[config.mk]
export PLATFORM = sky130hd
export DESIGN_NAME = prescaled_watchdog
export DESIGN_NICKNAME = d
export VERILOG_FILES = /design/src/rtl/wdog_pkg.sv /design/src/rtl/wdog_ctrl_reg.sv /design/src/rtl/wdog_core.sv /design/src/rtl/prescaled_watchdog.sv
export SDC_FILE = /design/constraint.sdc
export NUM_CORES = 1
export LEC_CHECK = 0
export BUFFER_PORTS_ARGS = -buffer_cell sky130_fd_sc_hd__buf_2
export CAP_MARGIN = 25
export CORE_ASPECT_RATIO = 1.5
export CORE_MARGIN = 2
export CORE_UTILIZATION = 54
export CTS_CLUSTER_DIAMETER = 40
export CTS_CLUSTER_SIZE = 25
export DETAILED_ROUTE_END_ITERATION = 16
export GPL_TIMING_DRIVEN = 0
export PLACE_DENSITY = 0.81
export SLEW_MARGIN = 30
export SYNTH_ARGS = -nofsm -noshare
export SYNTH_HDL_FRONTEND = slang
export SYNTH_SLANG_ARGS = --single-unit
[constraint.sdc]
create_clock -name clk -period 5.95 [get_ports clk]
set_input_delay 0.595 -clock clk [delete_from_list [all_inputs] [get_ports clk]]
set_output_delay 0.595 -clock clk [all_outputs]
set_load 0.02 [all_outputs]
[src/rtl/wdog_pkg.sv]
package wdog_pkg;
    localparam int REG_W   = 8;
    localparam int F_EN    = 0;
    localparam int F_KICK  = 1;
    localparam int F_MEM_LO = 2;
    localparam int F_MEM_HI = 4;
    localparam int F_PS_LO = 5;
    localparam int F_POF   = 4;

    typedef enum logic [1:0] {
        WD_OFF  = 2'd0,
        WD_RUN  = 2'd1,
        WD_BITE = 2'd2
    } wd_state_e;
endpackage

[src/rtl/wdog_ctrl_reg.sv]
module wdog_ctrl_reg
    import wdog_pkg::*;
#(
    parameter logic [7:0] CTRL_ADDR = 8'h96,
    parameter logic [7:0] PWR_ADDR  = 8'h87,
    parameter int         PS_W      = 3
) (
    input  logic             clk,
    input  logic             rst_n,
    input  logic             por_n,
    input  logic [7:0]       bus_addr,
    input  logic             bus_wr,
    input  logic [REG_W-1:0] bus_wdata,
    output logic [REG_W-1:0] bus_rdata,
    input  logic             nvm_busy,
    output logic [PS_W-1:0]  ps,
    output logic             wd_en,
    output logic             kick
);
    localparam int MEM_W = F_MEM_HI - F_MEM_LO + 1;

    logic [MEM_W-1:0] mem_q;
    logic             pof_q;
    logic             wr_ctrl, wr_pwr;

    assign wr_ctrl = bus_wr && (bus_addr == CTRL_ADDR);
    assign wr_pwr  = bus_wr && (bus_addr == PWR_ADDR);

    // Stored fields; the restart bit becomes a one-cycle pulse
    always_ff @(posedge clk or negedge rst_n) begin
        if (!rst_n) begin
            ps    <= '0;
            mem_q <= '0;
            wd_en <= 1'b0;
            kick  <= 1'b0;
        end else begin
            kick <= wr_ctrl && bus_wdata[F_KICK];
            if (wr_ctrl) begin
                ps    <= bus_wdata[F_PS_LO +: PS_W];
                mem_q <= bus_wdata[F_MEM_HI:F_MEM_LO];
                wd_en <= bus_wdata[F_EN];
            end
        end
    end

    // Power-off flag: only power-on reset touches it
    always_ff @(posedge clk or negedge por_n) begin
        if (!por_n)      pof_q <= 1'b1;
        else if (wr_pwr) pof_q <= bus_wdata[F_POF];
    end

    always_comb begin
        bus_rdata = '0;
        if (bus_addr == CTRL_ADDR) begin
            bus_rdata[F_PS_LO +: PS_W]    = ps;
            bus_rdata[F_MEM_HI:F_MEM_LO] = mem_q;
            bus_rdata[F_KICK]            = ~nvm_busy;
            bus_rdata[F_EN]              = wd_en;
        end else if (bus_addr == PWR_ADDR) begin
            bus_rdata[F_POF] = pof_q;
        end
    end

    // fields follow the written data
    a_r2_field_write: assert property (@(posedge clk) disable iff (!rst_n)
        wr_ctrl |=> (ps == $past(bus_wdata[F_PS_LO +: PS_W]) && wd_en == $past(bus_wdata[F_EN])));
    // a restart pulse only follows a write of 1 to bit 1
    a_r4_kick_source: assert property (@(posedge clk) disable iff (!rst_n)
        kick |-> $past(wr_ctrl && bus_wdata[F_KICK]));
    // the flag holds unless its own register is written
    a_r9_pof_hold: assert property (@(posedge clk) disable iff (!rst_n || !por_n)
        !wr_pwr |=> $stable(pof_q));
    // no control write keeps the fields stable
    a_r10_no_stray: assert property (@(posedge clk) disable iff (!rst_n)
        !wr_ctrl |=> ($stable(ps) && $stable(wd_en) && $stable(mem_q)));
endmodule

[src/rtl/wdog_core.sv]
module wdog_core
    import wdog_pkg::*;
#(
    parameter int BASE_TICKS = 16,
    parameter int PS_W       = 3
) (
    input  logic            clk,
    input  logic            rst_n,
    input  logic            tick,
    input  logic            en,
    input  logic            kick,
    input  logic [PS_W-1:0] ps,
    output logic            req
);
    localparam int MAX_TERM = BASE_TICKS << ((1 << PS_W) - 1);
    localparam int CNT_W    = $clog2(MAX_TERM);
    localparam int TERM_W   = CNT_W + 1;

    wd_state_e         state_q, state_d;
    logic [CNT_W-1:0]  cnt_q;
    logic [TERM_W-1:0] term;
    logic              hit;

    assign term = TERM_W'(BASE_TICKS) << ps;
    assign hit  = en && !kick && tick && ({1'b0, cnt_q} >= term - TERM_W'(1));

    always_ff @(posedge clk or negedge rst_n) begin
        if (!rst_n)          cnt_q <= '0;
        else if (!en || kick) cnt_q <= '0;
        else if (hit)        cnt_q <= '0;
        else if (tick)       cnt_q <= cnt_q + CNT_W'(1);
    end

    // State register
    always_ff @(posedge clk or negedge rst_n) begin
        if (!rst_n) state_q <= WD_OFF;
        else        state_q <= state_d;
    end

    always_comb begin
        state_d = state_q;
        unique case (state_q)
            WD_OFF:  state_d = !en ? WD_OFF : (hit ? WD_BITE : WD_RUN);
            WD_RUN:  state_d = !en ? WD_OFF : (hit ? WD_BITE : WD_RUN);
            WD_BITE: state_d = !en ? WD_OFF : (hit ? WD_BITE : WD_RUN);
            default: state_d = WD_OFF;
        endcase
    end

    // Outputs
    always_comb begin
        req = (state_q == WD_BITE);
    end

    // disabled means cleared and silent
    a_r7_off_clears: assert property (@(posedge clk) disable iff (!rst_n)
        !en |=> (cnt_q == '0 && !req));
    // restart pulse clears the counter
    a_r4_kick_clears: assert property (@(posedge clk) disable iff (!rst_n)
        kick |=> (cnt_q == '0));
    // request lasts one cycle
    a_r5_req_single: assert property (@(posedge clk) disable iff (!rst_n)
        req |=> !req);
    // a request needs an accepted tick
    a_r8_req_needs_tick: assert property (@(posedge clk) disable iff (!rst_n)
        $rose(req) |-> $past(tick && en));
    // counting restarts from zero at expiry
    a_r6_restart_zero: assert property (@(posedge clk) disable iff (!rst_n)
        req |-> (cnt_q == '0));
endmodule

[src/rtl/prescaled_watchdog.sv]
module prescaled_watchdog #(
    parameter logic [7:0] CTRL_ADDR  = 8'h96,
    parameter logic [7:0] PWR_ADDR   = 8'h87,
    parameter int         BASE_TICKS = 16,
    parameter int         PS_W       = 3
) (
    input  logic       clk,
    input  logic       rst_n,
    input  logic       por_n,
    input  logic [7:0] sfr_addr,
    input  logic       sfr_wr,
    input  logic [7:0] sfr_wdata,
    output logic [7:0] sfr_rdata,
    input  logic       tick_1ms,
    input  logic       nvm_busy,
    output logic       wd_reset_req
);
    logic [PS_W-1:0] ps;
    logic            wd_en, kick;

    wdog_ctrl_reg #(
        .CTRL_ADDR (CTRL_ADDR),
        .PWR_ADDR  (PWR_ADDR),
        .PS_W      (PS_W)
    ) u_reg (
        .clk       (clk),
        .rst_n     (rst_n),
        .por_n     (por_n),
        .bus_addr  (sfr_addr),
        .bus_wr    (sfr_wr),
        .bus_wdata (sfr_wdata),
        .bus_rdata (sfr_rdata),
        .nvm_busy  (nvm_busy),
        .ps        (ps),
        .wd_en     (wd_en),
        .kick      (kick)
    );

    wdog_core #(
        .BASE_TICKS (BASE_TICKS),
        .PS_W       (PS_W)
    ) u_core (
        .clk   (clk),
        .rst_n (rst_n),
        .tick  (tick_1ms),
        .en    (wd_en),
        .kick  (kick),
        .ps    (ps),
        .req   (wd_reset_req)
    );
endmodule

# Word-level counts from Yosys, hierarchy flattened
# Cells that the tools add are included.
totals:
  n_memories: 0
  mem_bits_ro: 0
  in_bits: 22
  latch_bits: 0
  reg_bits: 22
  ramBits: 0
  elab_cells: 38
classes:
  shifts: 1
  n_eq_ne: 4
  bitwise: 1
  add_sub_neg: 2
  n_mux: 10
  n_mul: 0
  n_div: 0
  reduce_logical: 12
  n_lt_le_gt_ge: 1
ops:
  columns: ["cell", "n"]
  rows:
  - ["$mux 11", 3]
  - ["$eq 8x8->1 const B", 2]
  - ["$ge 11x12->1", 1]
  - ["$shl 5x3->12 const A", 1]
  - ["$sub 12x1->12 const B", 1]
  - ["$add 11x1->11 const B", 1]
  - ["$logic_and 1x1->1", 6]
  - ["$mux 2", 3]
  - ["$mux 4", 1]
  - ["$mux 3", 1]
  - ["$reduce_bool 3->1", 1]
  - ["$reduce_or 3->1", 1]
  - ["$eq 2x1->1 const B", 1]
  - ["$eq 2x2->1 const B", 1]
  - ["$logic_not 1->1", 2]
  - ["$logic_not 2->1", 1]
  - ["$mux 1", 2]
  - ["$logic_or 1x1->1", 1]
  - ["$not 1->1", 1]

# Depth between registers and ports, before layout
depth:
  word_depth: 7
  depth_mapped: 9
  ltp_nobuf: 7

# Hierarchy
# From an unflattened synthesis, not the netlist that was laid out.
hier_totals:
  cells_unflattened: 134
  hier_area_um2: 1458.9
modules_own_cells:
  columns: ["module", "cells_each", "seq_area_each_um2", "area_per_inst_um2", "n_inst"]
  rows:
  - ["wdog_core", 99, 325.3, 954.7, 1]
  - ["wdog_ctrl_reg", 35, 226.5, 504.2, 1]

# Worst setup path after synthesis
# OpenSTA, ideal clock, no wires.
synth_path:
  path_type: "reg-to-reg"
  start: "reg u_reg.ps[2]"
  end: "reg u_core.cnt_q[6]"
  stages_incl_launch_ff: 10
  setup_slack_ps: 3773
  required_time_ps: 5885
  t_arrival_ps: 2112
  synth_period_minus_slack_ps: 2177
  path_cell_list: "dfrtp_1 clkbuf_1 nand3_1 ha_1 and2_4 a221o_1 nand4bb_4 buf_6 nor4_2 o21a_1"
synth_via:
  elab_chain_cells: 6
  word_cells_on_any_way: 7
  cone_classes: "add/sub: 1; order compare: 1; shift: 1; mux: 2; reduce/logical: 2"
synth_rtl:
  columns: ["element", "line", "source"]
  rows:
  - ["start: declaration", "wdog_ctrl_reg.sv:16", "output logic [PS_W-1:0] ps,"]
  - ["start signal: assignment", "wdog_ctrl_reg.sv:39", "ps <= bus_wdata[F_PS_LO +: PS_W];"]
  - ["$shl 5x3->12 (*)", "wdog_core.sv:24", "assign term = TERM_W'(BASE_TICKS) << ps;"]
  - ["$sub 12x1->12 (*)", "wdog_core.sv:25", "assign hit = en && !kick && tick && ({1'b0, cnt_q} >= term - TERM_W'(1));"]
  - ["$ge 11x12->1 (*)", "wdog_core.sv:25", null]
  - ["$logic_and 1x1->1 (*)", "wdog_core.sv:25", null]
  - ["$mux 11", "wdog_core.sv:30", "else if (hit) cnt_q <= '0;"]
  - ["$mux 11", "wdog_core.sv:29", "else if (!en || kick) cnt_q <= '0;"]
  - ["end signal: assignment", "wdog_core.sv:31", "else if (tick) cnt_q <= cnt_q + CNT_W'(1);"]
  - ["end: declaration", "wdog_core.sv:20", "logic [CNT_W-1:0] cnt_q;"]
# Mark *: on every way between the ends. The rest lies on a longest branch, timed or not.
# A chain may end at the register's enable or synchronous reset.

# Worst setup path after layout
# Ends and elaborated chain as after synthesis.

==> results.json <==
{
  "fin_skew_ps": 5.46,
  "ys_ff_latch": 22,
  "reg2reg_slack_ps": 3430,
  "setup_tns_ps": 0,
  "routed_wl_um": 2830,
  "seq_area_frac_synth_pct": 41.1,
  "crit_chain": "clkbuf_1 -> nand3_1 -> ha_1 -> and2_4 -> a221o_1 -> nand4bb_4 -> buf_6 -> nor4_2 -> o21a_1",
  "maxCapViolations": 0,
  "finalMaxSlewViolations": 0,
  "startpoint": "u_reg.ps[2]",
  "status": "completed",
  "yosysTopAreaCellShare_pct": 39.1,
  "initial_core_util_pct": 56.1,
  "worstPathRequired_ps": 6210,
  "cp_slowest_cell": "dfrtp_1",
  "async_flop_share_pct": 100,
  "path_max_fanout": 10,
  "nNetsFinal": 192,
  "setup_ws_ps": 3430,
  "reg2reg_depth": 9,
  "diodes": 0,
  "grt_pass1_vias": 1151,
  "ctsHoldBuffers": 0,
  "die_h_um": 65.1,
  "dieWidth_um": 44.7,
  "synthCells": 127,
  "synth_cell_types": 43,
  "clockRootBuffer": "clkbuf_4",
  "synth_flop_cell": "dfrtp_1",
  "yosysWarnings": 0,
  "final_hold_viol_count": 0,
  "area_growth_pct": 16.1,
  "rr_startpoint": "u_reg.ps[2]",
  "endpoint_kind": "register",
  "gp_congestion": 0.779,
  "synth_edf_count": 0,
  "drt-initial-drc-count": 20,
  "crit_end": "u_core.cnt_q[6]",
  "setup_viol": 0,
  "drt-pass1-iter-count": 4,
  "start_kind": "register",
  "coreArea_um2": 2390,
  "clk-insertion-delay-late_ps": 310,
  "ant_nets": 0,
  "pin_count": 31,
  "htree_levels": 1,
  "synth_area_leaders": "dfrtp_1 (39%), ha_1 (7.4%), mux2_2 (6.7%), and3_1 (3.3%), nand2_1 (2.8%)",
  "power_density_nw_per_um2": 169,
  "min_period_ps": 2520,
  "syn_area_per_cell_um2": 10.6,
  "via_count": 1147,
  "clockBufferDepth": 2,
  "cts_setup_buffers": 0,
  "cts_tree": "built",
  "clock.fmax_mhz": 397,
  "crit_type": "register to register",
  "leakage_nw": 0.772,
  "wl_per_cell_um": 15.3,
  "relSlewSlack_pct": 41.0,
  "hpwlAfterDp_um": 2190,
  "grt_max_degree": 22,
  "antenna_found_initial": 0,
  "arrival_ps": 2780,
  "synth_commonest_cells": "dfrtp_1 (21), nand2_1 (10), ha_1 (8), mux2_2 (8)",
  "drc": 0,
  "grt_use_total_pct": 21.9,
  "rows": 22,
  "post-place-ws_ps": 3520,
  "grt_setup_unrepaired": "no",
  "drive_gt1_share_pct": 32.3,
  "synth_top_area_cell": "dfrtp_1",
  "cts_resized": 0,
  "yosysMostFrequentCell": "dfrtp_1",
  "gr-total-overflow": 0,
  "grt_pass1_wl_um": 4660,
  "io_buffers": 30,
  "viasPerCell": 6.20,
  "final.period_utilization_pct": 42.4,
  "utilization_pct": 65.2,
  "syn-cell-area_um2": 1340,
  "ir_drop_mv": 0.153,
  "cts_sinks": 22,
  "cp_slowest_stage_delay_ps": 350,
  "clk_pin_slew_worst_paths_ps": 130,
  "dieArea_um2": 2910,
  "synth_nets": 157,
  "cts_made_buffers": 3,
  "tightest_slew_ps": 883,
  "r2r_end": "u_core.cnt_q[6]",
  "min_path_type": "input port to async pin"
}
-- final cells by class --
| type | instances | area, um^2 |
|---|---|---|
| Inverter | 3 | 11.3 |
| Clock buffer | 4 | 36.3 |
| Buffer | 4 | 30.0 |
| Timing Repair Buffer | 30 | 150 |
| Fill cell | 204 | 835 |
| Tap cell | 24 | 30.0 |
| Multi-Input combinational cell | 98 | 751 |
| Sequential cell | 22 | 552 |
-- per-stage QoR --
step,std cells,power (mW),instance area [um^2],hold slack (ps)
floorplan,127,0.169,1340,299
global placement,181,0.181,1520,444
detailed placement,181,0.183,1520,462
CTS,185,0.265,1560,193
global route,185,0.272,1560,191
finish,185,0.264,1560,196
-- worst min-delay path by stage --
stage | start | to | slack, ps | depth (start not counted)
2_1_floorplan | rst_n | u_core.cnt_q[0] | 300 | 0
3_3_place_gp | u_core.state_q[1] | u_core.state_q[1] | 440 | 1
5_1_grt | por_n | u_reg.pof_q | 190 | 1
4_1_cts | por_n | u_reg.pof_q | 190 | 1
3_5_place_dp | u_core.state_q[1] | u_core.state_q[1] | 460 | 1
6_report | por_n | u_reg.pof_q | 200 | 1
-- where the power goes --
part | internal (mW) | switching (mW)
logic | 0.0117 | 0.0122
clock network | 0.0374 | 0.0466
registers | 0.153 | 0.00308
-- state kept, by name (all words and copies together) (netlist names) --
signal,flops
u_reg.mem_q,3
u_reg.kick,1
u_reg.wd_en,1
u_core.cnt_q,11
u_core.state_q,2
u_reg.pof_q,1
u_reg.ps,3
-- worst max-delay path, delay by kind of cell, from the launching register on --
family | cells | cell delay, ps
AO/OA/AOI/OAI | 2 | 480
adder cells (fa/ha/maj) | 1 | 330
buffers and inverters | 2 | 470
flip-flops | 1 | 350
AND/OR/NAND/NOR | 4 | 820
-- cells by family (layout without fill, tap and decap cells) --
kind of cell	count (synthesis)	count (layout)	share of synthesized area [%]
flops	22	22	41.1
compound gates	27	27	15.3
buf+inv	7	41	3.07
fa+ha+maj	8	8	7.45
xor+xnor	2	2	1.30
mux	8	8	6.70
simple gates	53	53	25.1
-- layout by cell type, fill, tap and decap left out, drive strengths merged, types with 2 or more instances in the layout --
cell / Yosys / routed
clkbuf: 2 / 6
o31ai: 2 / 2
a211oi: 2 / 2
nand2: 10 / 10
ha: 8 / 8
buf: 2 / 32
inv: 3 / 3
nor2b: 4 / 4
nor2: 4 / 4
nand3: 8 / 8
dfrtp: 21 / 21
and2: 2 / 2
nand4bb: 2 / 2
o21ai: 2 / 2
nor3b: 4 / 4
a21oi: 3 / 3
o311ai: 3 / 3
and3: 7 / 7
o21a: 3 / 3
xnor2: 2 / 2
nor4: 2 / 2
a22o: 3 / 3
nor3: 4 / 4
a21o: 3 / 3
mux2: 8 / 8
-- routing by layer --
metal	wire, um	share of wire [%]	GRT usage, %	vias to the layer above
li1	-	-	-	550
met4	85	3.0	13.6	0
met1	1120	40	22.8	558
met2	1530	54	39.7	31
met5	0	0	0	-
met3	85	3.0	2.47	8
No activity file was read; power rests on OpenSTA's default activity.
